$ cat src/rtl/ipi_pkg.sv
package ipi_pkg;

    typedef enum logic [2:0] {
        OP_IDLE  = 3'd0,
        OP_RAISE = 3'd1,
        OP_PEEK  = 3'd2,
        OP_WHO   = 3'd3,
        OP_CLEAR = 3'd4
    } ipi_op_e;

    typedef enum logic {
        LINE_QUIET  = 1'b0,
        LINE_RAISED = 1'b1
    } line_state_e;

endpackage

$ cat src/rtl/ipi_cmd_decode.sv
module ipi_cmd_decode
    import ipi_pkg::*;
#(
    parameter int NUM_CORES = 4,
    parameter int ID_W      = 2,
    parameter int SELF      = 0
) (
    input  logic                 valid,
    input  logic [2:0]           op,
    input  logic [ID_W-1:0]      arg,
    output logic [NUM_CORES-1:0] raise_tgt,
    output logic [NUM_CORES-1:0] clear_src,
    output logic                 peek,
    output logic                 who
);

    logic is_raise;
    logic is_clear;

    always_comb begin
        is_raise = valid && (op == OP_RAISE);
        is_clear = valid && (op == OP_CLEAR);
        peek     = valid && (op == OP_PEEK);
        who      = valid && (op == OP_WHO);
    end

    for (genvar k = 0; k < NUM_CORES; k++) begin : g_sel
        if (k == SELF) begin : g_self
            assign raise_tgt[k] = 1'b0;
        end else begin : g_other
            assign raise_tgt[k] = is_raise && (arg == ID_W'(k));
        end
        assign clear_src[k] = is_clear && (arg == ID_W'(k));
    end

endmodule

$ cat src/rtl/ipi_sender_bank.sv
module ipi_sender_bank #(
    parameter int NUM_CORES = 4
) (
    input  logic                                clk,
    input  logic                                rst_n,
    input  logic [NUM_CORES-1:0][NUM_CORES-1:0] set_m,
    input  logic [NUM_CORES-1:0][NUM_CORES-1:0] clr_m,
    output logic [NUM_CORES-1:0][NUM_CORES-1:0] pend
);

    for (genvar t = 0; t < NUM_CORES; t++) begin : g_tgt
        for (genvar s = 0; s < NUM_CORES; s++) begin : g_src
            always_ff @(posedge clk) begin
                if (!rst_n)
                    pend[t][s] <= 1'b0;
                else if (set_m[t][s])
                    pend[t][s] <= 1'b1;
                else if (clr_m[t][s])
                    pend[t][s] <= 1'b0;
            end

            p_raise_sets_r2: assert property (@(posedge clk) disable iff (!rst_n)
                set_m[t][s] |=> pend[t][s]);
            p_clear_drops_r7: assert property (@(posedge clk) disable iff (!rst_n)
                (clr_m[t][s] && !set_m[t][s]) |=> !pend[t][s]);
            p_raise_beats_clear_r9: assert property (@(posedge clk) disable iff (!rst_n)
                (clr_m[t][s] && set_m[t][s]) |=> pend[t][s]);
            p_idle_holds_r10: assert property (@(posedge clk) disable iff (!rst_n)
                (!clr_m[t][s] && !set_m[t][s]) |=> $stable(pend[t][s]));
        end
    end

endmodule

$ cat src/rtl/ipi_line_fsm.sv
module ipi_line_fsm
    import ipi_pkg::*;
#(
    parameter int NUM_CORES = 4
) (
    input  logic                 clk,
    input  logic                 rst_n,
    input  logic [NUM_CORES-1:0] senders,
    output logic                 irq
);

    line_state_e state_q;
    line_state_e state_d;
    logic        any_sender;

    assign any_sender = |senders;

    always_comb begin
        state_d = state_q;
        unique case (state_q)
            LINE_QUIET:  if (any_sender)  state_d = LINE_RAISED;
            LINE_RAISED: if (!any_sender) state_d = LINE_QUIET;
            default:     state_d = LINE_QUIET;
        endcase
    end

    always_ff @(posedge clk) begin
        if (!rst_n)
            state_q <= LINE_QUIET;
        else
            state_q <= state_d;
    end

    always_comb begin
        irq = (state_q == LINE_RAISED);
    end

    p_line_up_r8: assert property (@(posedge clk) disable iff (!rst_n)
        (|senders) |=> irq);
    p_line_down_r8: assert property (@(posedge clk) disable iff (!rst_n)
        !(|senders) |=> !irq);

endmodule

$ cat src/rtl/ipi_readback.sv
module ipi_readback #(
    parameter int NUM_CORES = 4,
    parameter int ID_W      = 2
) (
    input  logic                                clk,
    input  logic                                rst_n,
    input  logic                                peek,
    input  logic                                who,
    input  logic [ID_W-1:0]                     arg,
    input  logic [NUM_CORES-1:0]                own,
    input  logic [NUM_CORES-1:0]                any_pend,
    output logic [NUM_CORES-1:0]                rb
);

    logic [NUM_CORES-1:0] rb_d;

    always_comb begin
        rb_d = rb;
        unique case ({peek, who})
            2'b10:   rb_d = {{(NUM_CORES-1){1'b0}}, any_pend[arg]};
            2'b01:   rb_d = own;
            default: rb_d = rb;
        endcase
    end

    always_ff @(posedge clk) begin
        if (!rst_n)
            rb <= '0;
        else
            rb <= rb_d;
    end

    p_rb_holds_r11: assert property (@(posedge clk) disable iff (!rst_n)
        !(peek || who) |=> $stable(rb));
    p_peek_upper_zero_r4: assert property (@(posedge clk) disable iff (!rst_n)
        peek |=> (rb[NUM_CORES-1:1] == '0));
    p_who_copies_r5: assert property (@(posedge clk) disable iff (!rst_n)
        who |=> (rb == $past(own)));

endmodule

$ cat src/rtl/ipi_unit.sv
module ipi_unit
    import ipi_pkg::*;
#(
    parameter int NUM_CORES = 4,
    localparam int ID_W     = (NUM_CORES > 1) ? $clog2(NUM_CORES) : 1
) (
    input  logic                                clk,
    input  logic                                rst_n,
    input  logic [NUM_CORES-1:0]                cmd_valid,
    input  logic [NUM_CORES-1:0][2:0]           cmd_op,
    input  logic [NUM_CORES-1:0][ID_W-1:0]      cmd_arg,
    output logic [NUM_CORES-1:0]                irq,
    output logic [NUM_CORES-1:0][NUM_CORES-1:0] readback
);

    logic [NUM_CORES-1:0][NUM_CORES-1:0] raise_l;
    logic [NUM_CORES-1:0][NUM_CORES-1:0] clear_l;
    logic [NUM_CORES-1:0][NUM_CORES-1:0] set_m;
    logic [NUM_CORES-1:0][NUM_CORES-1:0] pend;
    logic [NUM_CORES-1:0]                peek_l;
    logic [NUM_CORES-1:0]                who_l;
    logic [NUM_CORES-1:0]                any_pend;

    for (genvar l = 0; l < NUM_CORES; l++) begin : g_lane
        ipi_cmd_decode #(
            .NUM_CORES (NUM_CORES),
            .ID_W      (ID_W),
            .SELF      (l)
        ) u_dec (
            .valid     (cmd_valid[l]),
            .op        (cmd_op[l]),
            .arg       (cmd_arg[l]),
            .raise_tgt (raise_l[l]),
            .clear_src (clear_l[l]),
            .peek      (peek_l[l]),
            .who       (who_l[l])
        );

        for (genvar t = 0; t < NUM_CORES; t++) begin : g_xpose
            assign set_m[t][l] = raise_l[l][t];
        end

        assign any_pend[l] = |pend[l];

        ipi_readback #(
            .NUM_CORES (NUM_CORES),
            .ID_W      (ID_W)
        ) u_rb (
            .clk      (clk),
            .rst_n    (rst_n),
            .peek     (peek_l[l]),
            .who      (who_l[l]),
            .arg      (cmd_arg[l]),
            .own      (pend[l]),
            .any_pend (any_pend),
            .rb       (readback[l])
        );

        ipi_line_fsm #(
            .NUM_CORES (NUM_CORES)
        ) u_line (
            .clk     (clk),
            .rst_n   (rst_n),
            .senders (pend[l]),
            .irq     (irq[l])
        );

        p_no_self_r3: assert property (@(posedge clk) disable iff (!rst_n)
            (cmd_valid[l] && cmd_op[l] == OP_RAISE && cmd_arg[l] == ID_W'(l))
                |=> !pend[l][l]);
    end

    ipi_sender_bank #(
        .NUM_CORES (NUM_CORES)
    ) u_bank (
        .clk   (clk),
        .rst_n (rst_n),
        .set_m (set_m),
        .clr_m (clear_l),
        .pend  (pend)
    );

endmodule

$ cat config.mk
export PLATFORM = sky130hd
export DESIGN_NAME = ipi_unit
export DESIGN_NICKNAME = d
export VERILOG_FILES = /design/src/rtl/ipi_pkg.sv /design/src/rtl/ipi_cmd_decode.sv /design/src/rtl/ipi_sender_bank.sv /design/src/rtl/ipi_line_fsm.sv /design/src/rtl/ipi_readback.sv /design/src/rtl/ipi_unit.sv
export SDC_FILE = /design/constraint.sdc
export NUM_CORES = 1
export LEC_CHECK = 0
export ABC_AREA = 1
export BUFFER_PORTS_ARGS = -buffer_cell sky130_fd_sc_hd__buf_2
export CORE_ASPECT_RATIO = 1.75
export CORE_MARGIN = 2
export CORE_UTILIZATION = 46
export CTS_CLUSTER_DIAMETER = 200
export DETAILED_ROUTE_END_ITERATION = 12
export GPL_ROUTABILITY_DRIVEN = 1
export GPL_TIMING_DRIVEN = 0
export HOLD_SLACK_MARGIN = 0.06
export PLACE_DENSITY = 0.82
export SLEW_MARGIN = 20
export SYNTH_ARGS = -nofsm -noshare
export SYNTH_HDL_FRONTEND = slang
export SYNTH_SLANG_ARGS = --single-unit
export TNS_END_PERCENT = 1
$ cat constraint.sdc
create_clock -name clk -period 1 [get_ports clk]
set_input_delay 0.05 -clock clk [delete_from_list [all_inputs] [get_ports clk]]
set_output_delay 0.05 -clock clk [all_outputs]
set_load 0.05 [all_outputs]
==> metrics.cfg <==
[outcome]
run_status = complete, but fails checks
failed_checks = setup timing

[synth]
async_reset_ff_share_pct = 0
synth_edf_count = 0
yosys_warnings = 0
synth_most_common_cell = nand2_1
synth_top_area_share_pct = 36.8
synth_cells = 241
postSynthAreaPerCell_um2 = 6.55
synth_area_leaders = dfxtp_1 37%, nand2_1 12%, a21oi_1 10%
synth_flop_cell = dfxtp_1
synth_area_um2 = 1580
synth_cell_type_count = 17
synth_seq_cells = 29
ys_seq_area_share_pct = 36.8
synth_commonest_cells = 52 x nand2_1, 33 x nor2_1, 32 x a21oi_1, 31 x inv_1, 29 x dfxtp_1
yosys.area.top_type = dfxtp_1

[timing]
fin_hold_ws_ns = 0.0761
fin_crit_sh_pct = 103
post-route-min-period_ns = 1.03
hold_viol_final = 0
drv_slew = 0
layout_setup_ws_ns = -0.0345
finClkSkew_ns = 0.00805
fmax_ghz = 0.967
grt_setup_unrepaired = yes
finalSetupViolations = 4

[clocking]
cts_buffer_depth = 2
cts_buffers = 5
cts_root_buf = clkbuf_8
insertion_delay_ns = 0.29
clkSlewWorstSetupHoldPaths_ns = 0.07
cts_tree = done
cts_sinks = 29
ctsHtreeMaxLevel = 2

[drt]
wl_met1_mm = 1.50
route.met3.wl_um = 222
drt_pass1_iterations = 4
vias_per_cell = 5.18
first_iter_violations = 32
drc = 0
drt-total-wl_mm = 4.15
dr_total_vias = 1778
ant_nets = 0
wl_per_cell_um = 12.1
wl_met2_mm = 2.23
routed.top_layer = met4

[place]
routabilityCongestion = 0.870
place_hpwl_mm = 2.86
io_buffers = 42
dp_cells = 330
pre_cts_slack_ns = -0.140
place_area_um2 = 1850

[critical_path]
rr_worst_depth = 6
startpoint_type = flip-flop
r2r_setup_slack_ns = -0.03
cp.arrival_ns = 1.22
cp_max_fo = 4
r2r_start = u_bank.pend[13]
r2r-end = g_lane[3].u_rb.rb[0]
critical_path.startpoint = u_bank.pend[13]
crit_type = flip-flop to flip-flop
critPathCapture = g_lane[3].u_rb.rb[0]
required_ns = 1.18
cp-end-kind = flip-flop

[layout]
final_net_count = 327
drive_gt1_share_pct = 30.9
stdcell_count = 343
fin_area_um2 = 2090
antenna-diode-count = 0
syn_to_final_growth_pct = 32.6

[global_routing]
grt_pass1_wl_mm = 6.31
grt.total_usage_pct = 22.3
grt_max_degree = 11
overflow = 0
first_global_vias = 1693
antenna_found_initial = 0

[floorplanning]
fp.dieW_um = 48.3
rows = 28
die_area_um2 = 3940
core_um2 = 3330
start_util_pct = 47.4
io_pins = 46
die_y_um = 81.5

[pwr]
powerDensity_nw_per_um2 = 1360
swShare_pct = 30.6
p_seq_share_pct = 42.6
peakVddDrop_mv = 0.802
clock_power_share_pct = 38.8
power_frac_comb_pct = 18.5
p_int_w = 0.00197
p_leak_nw = 1.05
power_switching_w = 0.000869

[min_path]
hold_start = cmd_arg[5]
hold_path.class = primary input to flip-flop

[flow_run]
cap_viol_max_count = 0

power groups by stage:
| stage | registers (W) | logic [W] | clock network [W] |
|---|---|---|---|
| 2_1_floorplan | 0.00134 | 0.000225 | 0 |
| 3_3_place_gp | 0.00124 | 0.000482 | 0 |
| 3_5_place_dp | 0.00124 | 0.000490 | 0 |
| 4_1_cts | 0.00121 | 0.000503 | 0.00110 |
| 5_1_grt | 0.00122 | 0.000575 | 0.00114 |
| 6_report | 0.00121 | 0.000526 | 0.00110 |
sequential cells by signal, summed over array words and instances, names as in the netlist:
name               flops
g_lane.u_rb.rb        13
g_lane.u_line.irq      4
u_bank.pend           12
stage by stage:
step | total power (W) | TNS, ns | utilization [%]
5_1_grt | 0.00293 | -0.243 | 62.9
2_1_floorplan | 0.00157 | 0 | -
4_1_cts | 0.00281 | -0.00996 | 60.2
3_3_place_gp | 0.00172 | -1.16 | 55.7
6_report | 0.00284 | -0.0991 | 62.9
3_5_place_dp | 0.00173 | -1.49 | 55.7
metal layers:
layer	up-vias	global-route usage, %
met5	-	0
met4	0	17.3
met3	23	5.93
met2	64	38.2
met1	809	20.5
li1	882	-
cell families after synthesis:
group                    synth area share [%]
flip-flops                               36.8
buffers and inverters                    12.5
other                                   0.237
adder cells (fa/ha/maj)                  3.17
AND/OR/NAND/NOR                          28.9
AO/OA/AOI/OAI                            18.4
layout by cell type, fill, tap and decap left out:
master         instances
o21ai_2                2
clkbuf_8               7
nand2_4                2
nor4_4                 2
a21oi_1               32
inv_1                 31
conb_1                 3
buf_2                 42
nor2_1                29
nand3_1                9
clkinv_1               3
o21ai_1                6
nor2_2                 4
buf_4                 13
nor2_4                 4
dlygate4sd3_1          1
inv_2                  2
nand2_1               43
nand4_1                4
clkinv_2               1
dfxtp_1               24
nand2_2                7
ha_4                   1
dfxtp_4                2
ha_1                   3
dfxtp_2                3
o21ai_0               18
how the worst min path moves through the flow:
stage	slack, ns	cells after the start	endpoint
2_1_floorplan	0.19	2	g_lane[0].u_rb.rb[0]
3_3_place_gp	0.36	3	g_lane[0].u_rb.rb[0]
3_5_place_dp	0.35	3	g_lane[0].u_rb.rb[0]
4_1_cts	0.08	3	g_lane[1].u_rb.rb[0]
5_1_grt	0.09	4	u_bank.pend[6]
6_report	0.08	4	u_bank.pend[6]
critical path, cell delays in order (launching register included):
cell	delay (ns)
dfxtp_4	0.36
nor2_4	0.14
nand2_4	0.09
nand2_1	0.06
nand2_1	0.06
o21ai_2	0.14
a21oi_1	0.07
layout make-up:
cell class	instances	area, um^2
buffer	9	62.6
clock buffer	7	96.3
clock inverter	1	5.00
fill	311	1230
inverter	36	135
multi-input combinational	169	891
sequential	29	592
tap	45	56.3
timing repair buffer	47	255
what timing repair did:
action	4_1_cts	5_1_grt
hold endpoints to repair	2	0
gates resized for setup	10	22
buffers inserted	2	2
hold buffers	1	0
endpoints found under the setup margin	4	8
pin swaps	7	11
Power figures use the tool's default switching activity.
